File: config.mk
export PLATFORM = sky130hd
export DESIGN_NAME = tev_ctrl
export DESIGN_NICKNAME = d
export VERILOG_FILES = /design/src/rtl/tev_pkg.sv /design/src/rtl/tev_trig_capture.sv /design/src/rtl/tev_event_bank.sv /design/src/rtl/tev_ctrl.sv
export SDC_FILE = /design/constraint.sdc
export NUM_CORES = 1
export LEC_CHECK = 0
export ABC_CLOCK_PERIOD_IN_PS = 2860
export BUFFER_PORTS_ARGS = -buffer_cell sky130_fd_sc_hd__buf_2
export CORE_ASPECT_RATIO = 1.75
export CORE_MARGIN = 4
export CORE_UTILIZATION = 55
export DETAILED_ROUTE_END_ITERATION = 12
export PLACE_DENSITY = 0.8
export SLEW_MARGIN = 20
export SYNTH_ARGS = -nofsm -noshare
export SYNTH_HDL_FRONTEND = slang
export SYNTH_SLANG_ARGS = --single-unit
File: constraint.sdc
create_clock -name clk -period 2.86 [get_ports clk]
set_clock_uncertainty 0.05 [all_clocks]
set_input_delay 0.286 -clock clk [delete_from_list [all_inputs] [get_ports clk]]
set_output_delay 0.286 -clock clk [all_outputs]
set_load 0.02 [all_outputs]
File: src/rtl/tev_pkg.sv
package tev_pkg;
    localparam int DATA_W  = 32;
    localparam int TIME_W  = 64;
    localparam int ADDR_W  = 3;
    localparam int N_TRIG  = 2;
    localparam int N_ALARM = 2;
    localparam int N_PULSE = 3;
    localparam int STAT_W  = 6;

    // software decodes these positions
    localparam int BIT_TRIG1  = 24;
    localparam int BIT_ALARM1 = 16;
    localparam int BIT_PULSE1 = 7;   // pulses count downward
    localparam int BIT_POL1   = 8;   // control: edge select of trigger 1

    typedef enum logic [ADDR_W-1:0] {
        A_EVENT  = 3'd0,
        A_MASK   = 3'd1,
        A_STATUS = 3'd2,
        A_CTRL   = 3'd3,
        A_T1_HI  = 3'd4,
        A_T1_LO  = 3'd5,
        A_T2_HI  = 3'd6,
        A_T2_LO  = 3'd7
    } reg_addr_e;

    typedef struct packed {
        logic [N_TRIG-1:0]  trig;
        logic [N_ALARM-1:0] alarm;
        logic [N_PULSE-1:0] pulse;
    } src_hits_t;

    function automatic logic [DATA_W-1:0] hits_to_vec(src_hits_t h);
        logic [DATA_W-1:0] v;
        v = '0;
        for (int i = 0; i < N_TRIG; i++)  v[BIT_TRIG1 + i]  = h.trig[i];
        for (int i = 0; i < N_ALARM; i++) v[BIT_ALARM1 + i] = h.alarm[i];
        for (int i = 0; i < N_PULSE; i++) v[BIT_PULSE1 - i] = h.pulse[i];
        return v;
    endfunction

    function automatic logic [DATA_W-1:0] impl_bits();
        src_hits_t all;
        all.trig  = '1;
        all.alarm = '1;
        all.pulse = '1;
        return hits_to_vec(all);
    endfunction
endpackage

File: src/rtl/tev_trig_capture.sv
module tev_trig_capture #(
    parameter int TIME_W      = 64,
    parameter int SYNC_STAGES = 2
) (
    input  logic              clk,
    input  logic              rst,
    input  logic              pin_i,
    input  logic              fall_sel_i,
    input  logic [TIME_W-1:0] time_i,
    output logic              hit_o,
    output logic [TIME_W-1:0] stamp_o
);
    logic [SYNC_STAGES-1:0] sync_q;
    logic                   prev_q;
    logic [TIME_W-1:0]      stamp_q;
    logic                   cur;

    assign cur = sync_q[SYNC_STAGES-1];

    always_ff @(posedge clk) begin
        if (rst) begin
            sync_q  <= '0;
            prev_q  <= 1'b0;
            stamp_q <= '0;
        end else begin
            sync_q <= {sync_q[SYNC_STAGES-2:0], pin_i};
            prev_q <= cur;
            if (hit_o) stamp_q <= time_i;
        end
    end

    always_comb begin
        if (fall_sel_i) hit_o = prev_q & ~cur;
        else            hit_o = cur & ~prev_q;
    end

    assign stamp_o = stamp_q;


    stamp_take_chk: assert property (@(posedge clk) disable iff (rst)
        hit_o |=> (stamp_q == $past(time_i)));

    stamp_hold_chk: assert property (@(posedge clk) disable iff (rst)
        !hit_o |=> $stable(stamp_q));
endmodule

File: src/rtl/tev_event_bank.sv
module tev_event_bank
    import tev_pkg::*;
(
    input  logic              clk,
    input  logic              rst,
    input  logic [DATA_W-1:0] set_i,
    input  logic              ev_wr_i,
    input  logic              mask_wr_i,
    input  logic [DATA_W-1:0] wdata_i,
    output logic [DATA_W-1:0] event_o,
    output logic [DATA_W-1:0] mask_o,
    output logic              irq_o
);
    localparam logic [DATA_W-1:0] IMPL = impl_bits();

    logic [DATA_W-1:0] ev_q, mask_q, clr;

    assign clr = ev_wr_i ? (wdata_i & IMPL) : '0;

    always_ff @(posedge clk) begin
        if (rst) begin
            ev_q   <= '0;
            mask_q <= '0;
        end else begin
            ev_q <= (ev_q & ~clr) | (set_i & IMPL);
            if (mask_wr_i) mask_q <= wdata_i & IMPL;
        end
    end

    assign event_o = ev_q;
    assign mask_o  = mask_q;
    assign irq_o   = |(ev_q & mask_q);


    hw_set_chk: assert property (@(posedge clk) disable iff (rst)
        (set_i != '0) |=> ((ev_q & $past(set_i & IMPL)) == $past(set_i & IMPL)));

    sw_clear_chk: assert property (@(posedge clk) disable iff (rst)
        (ev_wr_i && ((wdata_i & ~set_i & IMPL) != '0))
        |=> ((ev_q & $past(wdata_i & ~set_i & IMPL)) == '0));

    ev_sticky_chk: assert property (@(posedge clk) disable iff (rst)
        ((set_i == '0) && (!ev_wr_i || wdata_i == '0)) |=> $stable(ev_q));
endmodule

File: src/rtl/tev_ctrl.sv
module tev_ctrl
    import tev_pkg::*;
(
    input  logic              clk,
    input  logic              rst,
    input  logic [63:0]       time_i,
    input  logic [1:0]        trig_i,
    input  logic [1:0]        alarm_stb_i,
    input  logic [2:0]        pulse_stb_i,
    input  logic [5:0]        stat_vec_i,
    input  logic              reg_wr_i,
    input  logic [2:0]        reg_addr_i,
    input  logic [31:0]       reg_wdata_i,
    output logic [31:0]       reg_rdata_o,
    output logic              irq_o
);
    localparam int HALF = TIME_W / 2;

    logic [N_TRIG-1:0] pol_q;
    logic [N_TRIG-1:0] trig_hit;
    logic [TIME_W-1:0] stamp [N_TRIG];
    src_hits_t         hits;
    logic [DATA_W-1:0] ev_vec, mask_vec;
    reg_addr_e         addr;

    assign addr = reg_addr_e'(reg_addr_i);

    always_ff @(posedge clk) begin
        if (rst) pol_q <= '0;
        else if (reg_wr_i && addr == A_CTRL)
            pol_q <= reg_wdata_i[BIT_POL1 +: N_TRIG];
    end

    for (genvar t = 0; t < N_TRIG; t++) begin : g_trig
        tev_trig_capture #(.TIME_W(TIME_W), .SYNC_STAGES(2)) u_cap (
            .clk        (clk),
            .rst        (rst),
            .pin_i      (trig_i[t]),
            .fall_sel_i (pol_q[t]),
            .time_i     (time_i),
            .hit_o      (trig_hit[t]),
            .stamp_o    (stamp[t])
        );
    end

    assign hits.trig  = trig_hit;
    assign hits.alarm = alarm_stb_i;
    assign hits.pulse = pulse_stb_i;

    tev_event_bank u_bank (
        .clk       (clk),
        .rst       (rst),
        .set_i     (hits_to_vec(hits)),
        .ev_wr_i   (reg_wr_i && addr == A_EVENT),
        .mask_wr_i (reg_wr_i && addr == A_MASK),
        .wdata_i   (reg_wdata_i),
        .event_o   (ev_vec),
        .mask_o    (mask_vec),
        .irq_o     (irq_o)
    );

    always_comb begin
        reg_rdata_o = '0;
        unique case (addr)
            A_EVENT:  reg_rdata_o = ev_vec;
            A_MASK:   reg_rdata_o = mask_vec;
            A_STATUS: reg_rdata_o[STAT_W-1:0] = stat_vec_i;
            A_CTRL:   reg_rdata_o[BIT_POL1 +: N_TRIG] = pol_q;
            A_T1_HI:  reg_rdata_o = stamp[0][TIME_W-1:HALF];
            A_T1_LO:  reg_rdata_o = stamp[0][HALF-1:0];
            A_T2_HI:  reg_rdata_o = stamp[1][TIME_W-1:HALF];
            A_T2_LO:  reg_rdata_o = stamp[1][HALF-1:0];
            default:  reg_rdata_o = '0;
        endcase
    end


    irq_mask_off_chk: assert property (@(posedge clk) disable iff (rst)
        (reg_wr_i && addr == A_MASK && reg_wdata_i == '0) |=> !irq_o);

    irq_from_mask_chk: assert property (@(posedge clk) disable iff (rst)
        (irq_o && !reg_wr_i) |=> (irq_o || $past(mask_vec) != mask_vec || $fell(|ev_vec)));
endmodule

## Word-level counts from Yosys, hierarchy flattened

Index checks and enable logic that the tools add are counted.

| storage, ports and cells | value |
|---|---|
| register bits after elaboration | 175 |
| input port bits | 115 |
| output and inout port bits | 33 |
| word-level logic and storage cells | 40 |

| cells by class | value |
|---|---|
| equal/unequal tests | 7 |
| multiplexer cells | 7 |
| bitwise gates (word level) | 12 |
| reduce and logical (&&, ||, !) cells | 5 |

Operators with widths:

| kind | number |
|---|---|
| $pmux W22 S6 | 1 |
| $pmux W6 S7 | 1 |
| $and A32 B26 Y32 | 1 |
| $and A32 B32 Y32 | 1 |
| $not A32 Y32 | 1 |
| $or A32 B26 Y32 | 1 |
| $reduce_or A32 Y1 | 1 |
| $mux W26 | 1 |
| $pmux W2 S6 | 2 |
| $eq A3 B3 Y1 const B | 4 |
| $eq A3 B2 Y1 const B | 2 |
| $and A1 B1 Y1 | 4 |
| $not A1 Y1 | 4 |
| $eq A3 B1 Y1 const B | 1 |
| $logic_and A1 B1 Y1 | 3 |
| $logic_not A3 Y1 | 1 |
| $mux W1 | 2 |

## Longest topological paths before layout

Gate-level depths: netlist of the first run.

| logic depth | value |
|---|---|
| depth after elaboration | 6 |
| mapped depth | 6 |
| mapped depth without buffers | 3 |

## Hierarchy

A second synthesis of the first run with hierarchy kept.

| unflattened totals | value |
|---|---|
| cell total of the unflattened synthesis | 921 |
| area total of the unflattened synthesis | 8,784.7 um2 |

By module, submodules not included:

| module | instances | cells an instance | area each (um2) | seq. area each (um2) |
|---|---|---|---|---|
| tev_trig_capture | 2 | 287 | 2,999.1 | 1,341.3 |
| tev_ctrl | 1 | 248 | 1,865.5 | 40.0 |
| tev_event_bank | 1 | 99 | 920.9 | 280.3 |

## Worst setup path after synthesis of the first run

OpenSTA, ideal clock, no wires.

| timing path | value |
|---|---|
| path type | input port to output port |
| start | in reg_addr_i[0] |
| end | out reg_rdata_o[1] |
| arrival time | 1.356 ns |
| setup slack | 1.168 ns |
| stages | 5 |
| buffers on the path | 4 |
| path through | buf_6 -> buf_6 -> buf_4 -> buf_4 -> o21ai_0 |

| between the ends | value |
|---|---|
| cells in the longest elaborated chain, start to end | 2 |

RTL lines:

| what | RTL line | source |
|---|---|---|
| from (decl) | tev_ctrl.sv:12 | `input logic [2:0] reg_addr_i,` |
| $eq A3 B3 Y1 (tied with other cells) | tev_ctrl.sv:64 | `unique case (addr)` |
| $pmux W6 S7 * | tev_ctrl.sv:64 |  |
| to (decl) | tev_ctrl.sv:14 | `output logic [31:0] reg_rdata_o,` |

Every way passes the cells marked *; elsewhere a longest branch is shown, timed or not.

## Worst setup path after layout of the first run

| timing path | value |
|---|---|
| start | in reg_addr_i[0] |
| end | out reg_rdata_o[24] |

| between the ends | value |
|---|---|
| cells in the longest elaborated chain, start to end | 2 |

RTL lines:

| what | RTL line |
|---|---|
| $eq A3 B3 Y1 (tied with other cells) | tev_ctrl.sv:64 |
| $pmux W22 S6 * | tev_ctrl.sv:64 |

Marked as above.

==> flow_metrics.tcl, run 1 <==
set metrics [dict create \
    status "complete, no violations" \
    mostFrequentLayoutCells "192 x nand2b_1, 150 x dfxtp_1, 146 x mux2i_1" \
    r2r_setup_slack_ns 1.13 \
    grt_setup_unrepaired "no" \
    cp_max_fo 28 \
    vias_per_cell 5.393 \
    synth_nets 816 \
    yosysSeqAreaShare_pct 40.59 \
    p_leak_nw 4.158 \
    max_freq_mhz 417.8 \
    clock_latency_ns 0.42 \
    antenna_left 0 \
    fill_cells 1053 \
    worst_slew_pin_slew_ns 0.8783 \
    power_density_mw_per_mm2 561.4 \
    crit_chain "buf_2 -> inv_1 -> buf_4 -> a221oi_1 -> a21oi_1 -> buf_2" \
    htree_levels 4 \
    finalCriticalPeriod_ns 2.393 \
    critPathBufInv 4 \
    worstPathArrival_ns 2.06 \
    power_mw 4.822 \
    grt_pass1_vias 5712 \
    top_level_ports 148 \
    maxSlewHeadroom_pct 41.45 \
    start_kind "input pin" \
    drt_pre_antenna_iters 4 \
    required_ns 2.52 \
    cpMostUsedCell "buf_2" \
    vias 5323 \
    overflow 0 \
    yosys_warnings 0 \
    portBuffers 124 \
    cpMaxStageDelayCell "buf_2" \
    setup_tns_ns 0 \
    r2r-end "g_trig[1].u_cap.stamp_o[16]" \
    r2r_start "pol_q[1]" \
    crit_cells 6 \
    grt_pass1_wl_mm 27.59 \
    slowest_delay_ns 0.66 \
    cap_violations 0 \
    yosys_register_bits 150 \
    final_common_cell "nand2b_1" \
    timing.critical_path.to "reg_rdata_o[24]" \
    rows 55 \
    path_clk_slew_ns 0.06 \
    avgSynthCellArea_sq_um 10.55 \
    postCtsSetupBuffers 0 \
    reg2reg_depth 4 \
    drt_iter0_markers 333 \
    min_path_type "input pin to flop" \
    coreArea_sq_mm 0.01308 \
    crit_family "buffers and inverters" \
    maxSlewViolCount 0 \
    fp.dieW_microns 95.68 \
    nets 918 \
    cts_sinks 150 \
    wl_per_cell_microns 17.11 \
    drive_gt1_share_pct 25.37 \
    crit_type "input pin to output pin" \
    cts-root-buf "clkbuf_16" \
    dieArea_sq_mm 0.01544 \
    fin_util_pct 65.69 \
    antenna_found_initial 0 \
    period_share_pct 83.68 \
    route.detailed.drc 0 \
    ys_types 34 \
    die_h_microns 161.4 \
    dp.final_hpwl_mm 11.48 \
    cts_made_buffers 17 \
    setup_viol 0 \
    synth_cells 701 \
    area_growth_pct 16.10 \
    gp_congestion 0.8310 \
    irDropWorstVdd_mv 0.4285 \
    diodes 0 \
    startpoint "reg_addr_i[0]" \
    grt_max_degree 98 \
    final-hold-violation-count 0 \
    syn_area_sq_mm 0.007398 \
    post_cts_resized 0 \
    cts_buffer_depth 2 \
    start_util_pct 56.58 \
    cp-end-kind "output pin" \
    grt_usage_pct 22.73 \
    cts-hold-fix-buffers 0 \
    wirelength_mm 16.88 \
    cts_tree "yes" \
]
## logic make-up after synthesis
| family | Yosys count | share of synthesized area [%] |
|---|---|---|
| and+or+nand+nor | 257 | 21.36 |
| muxes | 181 | 28.38 |
| DFF | 150 | 40.59 |
| buffers and inverters | 66 | 5.361 |
| AOI/OAI and AO/OA | 47 | 4.313 |
## metal layers
layer | global-route usage [%] | vias to the layer above | share of wire (%)
li1 | - | 2617 | -
met1 | 26.82 | 2539 | 40
met2 | 39.63 | 138 | 52
met3 | 4.939 | 29 | 5.0
met4 | 8.290 | 0 | 2.2
met5 | 0 | - | 0
## cell usage after synthesis (all sizes together)
cell	count	share of area [%]
a21oi	16	1.1
a221oi	8	0.95
a222oi	1	0.14
a22oi	6	0.61
a2bb2oi	1	0.12
a311oi	5	0.59
and2	19	1.6
buf	31	3.6
clkbuf	26	1.3
dfxtp	150	41
inv	9	0.46
mux2	15	2.3
mux2i	146	20
mux4	20	6.3
nand2	2	0.10
nand2b	192	16
nand3	6	0.41
nand4b	1	0.12
nor2	18	0.91
nor2b	10	0.85
nor3b	2	0.20
nor4b	1	0.32
nor4bb	1	0.14
o21ai	7	0.47
o221ai	1	0.12
o2bb2ai	2	0.24
or2	4	0.34
or4b	1	0.14
## worst min-delay path by stage
stage	start	end	slack, ns	cells past startpoint
6_report	trig_i[0]	g_trig[0].u_cap.sync_q[0]	0.03	2
5_1_grt	reg_wdata_i[17]	u_bank.event_o[17]	0.03	2
4_1_cts	reg_wdata_i[17]	u_bank.event_o[17]	0.009	2
3_5_place_dp	g_trig[0].u_cap.sync_q[0]	g_trig[0].u_cap.sync_q[1]	0.40	1
3_3_place_gp	g_trig[0].u_cap.sync_q[0]	g_trig[0].u_cap.sync_q[1]	0.40	1
2_1_floorplan	reg_wdata_i[16]	u_bank.event_o[16]	0.34	1
## area by class of cell
cell class,count,area (sq um),area share [%]
Clock buffer,18,439.2,5.113
Tap cell,171,214.0,2.491
Timing Repair Buffer,140,755.7,8.798
Sequential cell,150,3003,34.96
Multi-Input combinational cell,485,4028,46.89
Inverter,9,33.78,0.3933
Clock inverter,14,116.4,1.355
## registers in the layout (all words and copies together), names as in the netlist
signal and count:
u_bank.event_o 7, g_trig.u_cap.stamp_o 128, g_trig.u_cap.prev_q 2, u_bank.mask_o 7, pol_q 2, g_trig.u_cap.sync_q 4
## report_power, final
group          switching [mW]  total (mW)  internal (mW)
clock network           0.932        2.09           1.15
registers              0.0436        2.21           2.17
logic                   0.269       0.523          0.254
## stage by stage
stage | hold slack [ns] | instances | worst slack [ns] | area [sq um]
floorplan | 0.3447 | 701 | 1.168 | 7398
global placement | 0.4029 | 955 | 0.5089 | 8034
detailed placement | 0.4033 | 955 | 0.5038 | 8034
CTS | 0.008643 | 987 | 0.4485 | 8589
global route | 0.02566 | 987 | 0.2556 | 8589
finish | 0.02600 | 987 | 0.4667 | 8589
(Power assumes the default switching activity.)
==> run 2: changes to the inputs <==
Settings changed: ABC_CLOCK_PERIOD_IN_PS 2860 to 2400.
Clock period 2.86 ns to 2.4 ns, I/O delays scaled along.
==> run 2 against run 1 <==
Combinational power rose by 24%. Final area increased by 2.2%. Utilization is 1.5 points higher.
==> flow_metrics.tcl, run 2 (synthesis gave the netlist of run 1 again) <==
set metrics [dict create \
    status "complete, no violations" \
    fp.dieW_microns 95.68 \
    rows 55 \
    power_density_mw_per_mm2 683.3 \
    htree_levels 4 \
    grt_setup_unrepaired "no" \
    dieArea_sq_mm 0.01544 \
    cp_max_fo 24 \
    portBuffers 124 \
    required_ns 2.11 \
    wl_per_cell_microns 17.19 \
    period_share_pct 86.25 \
    route.detailed.drc 0 \
    maxSlewHeadroom_pct 61.62 \
    setup_ws_ns 0.3299 \
    cap_violations 0 \
    overflow 0 \
    area_growth_pct 18.70 \
    postCtsSetupBuffers 0 \
    irDropWorstVdd_mv 0.5689 \
    path_clk_slew_ns 0.06 \
    largest_reg_flops 128 \
    gp_congestion 0.7825 \
    drive_gt1_share_pct 25.06 \
    vias_per_cell 5.426 \
    crit_family "buffers and inverters" \
    setup_viol 0 \
    slowest_delay_ns 0.45 \
    min_path_type "input pin to flop" \
    worst_slew_pin_slew_ns 0.5757 \
    drt_pre_antenna_iters 5 \
    drt_iter0_markers 228 \
    cts-root-buf "clkbuf_16" \
    grt_usage_pct 22.88 \
    setup_tns_ns 0 \
    start_kind "input pin" \
    p_leak_nw 4.249 \
    start_util_pct 56.58 \
    vias 5399 \
    die_h_microns 161.4 \
    cts_sinks 150 \
    worstPathArrival_ns 1.78 \
    grt_max_degree 71 \
    cpMaxStageDelayCell "buf_2" \
    coreArea_sq_mm 0.01308 \
    mostFrequentLayoutCells "192 x nand2b_1, 150 x dfxtp_1, 146 x mux2i_1" \
    top_level_ports 148 \
    cts_tree "yes" \
    nets 924 \
    cp-end-kind "output pin" \
    dp.final_hpwl_mm 11.83 \
    cpMostUsedCell "buf_2" \
    power_mw 6.001 \
    final_common_cell "nand2b_1" \
    post-place-ws_ns 0.3647 \
    cts_buffer_depth 2 \
    final-hold-violation-count 0 \
    crit_chain "buf_2 -> buf_4 -> mux2_2 -> a21oi_1 -> nor2_1 -> buf_2" \
    grt_pass1_wl_mm 27.90 \
    finalCriticalPeriod_ns 2.070 \
    antenna_found_initial 2 \
    clock_latency_ns 0.42 \
    maxSlewViolCount 0 \
    critPathBufInv 3 \
    cts_made_buffers 17 \
    antenna_left 0 \
    grt_pass1_vias 5880 \
    crit_type "input pin to output pin" \
    max_freq_mhz 483.1 \
    wirelength_mm 17.10 \
]
run 2: worst reg2reg max path, cell delays in order, from the launching register on:
cell and delay [ns]:
dfxtp_1 0.42, nor3b_1 0.11, a21oi_4 0.34, buf_12 0.30, mux2i_1 0.26
run 2: worst paths after layout:
path / startpoint / to / slack (ns) / depth (start not counted)
setup / recovery: reg_addr_i[1] / reg_rdata_o[0] / 0.33 / 6
setup reg to reg: pol_q[1] / g_trig[1].u_cap.stamp_o[13] / 0.84 / 4
hold / removal: reg_wdata_i[16] / u_bank.event_o[16] / 0.03 / 2
hold reg to reg: g_trig[0].u_cap.sync_q[0] / g_trig[0].u_cap.sync_q[1] / 0.42 / 1
run 2: timing repair:
action / in CTS / in global routing
endpoints found under the setup margin: 0 / 0
resized for setup: 0 / 0
hold endpoints to repair: 6 / 0
hold buffers: 6 / 0
run 2: cell type report:
class | instances | area [sq um]
antenna | 2 | 5.005
clock buffer | 20 | 456.7
clock inverter | 12 | 151.4
fill | 1024 | 4293
inverter | 9 | 33.78
multi-input combinational | 485 | 4028
sequential | 150 | 3003
tap | 171 | 214.0
timing repair buffer | 146 | 890.9
run 2: through the flow:
stage | hold slack, ns | instance area, sq um | util [%] | cells
2_1_floorplan | 0.2987 | 7398 | - | 701
3_3_place_gp | 0.3964 | 8109 | 62.02 | 955
3_5_place_dp | 0.4027 | 8109 | 62.02 | 955
4_1_cts | 0.01102 | 8777 | 67.13 | 993
5_1_grt | 0.04181 | 8782 | 67.17 | 995
6_report | 0.02709 | 8782 | 67.17 | 995
run 2: routing by layer:
layer	vias up	global-route usage, %	share of wire, %
li1	2622	-	-
met1	2599	25.90	40
met2	139	41.18	54
met3	39	3.868	3.8
met4	0	9.585	2.4
met5	-	0	0
run 2: where the power goes:
group,internal [mW],switching [mW]
registers,2.59,0.0526
clock network,1.69,1.03
logic,0.320,0.326
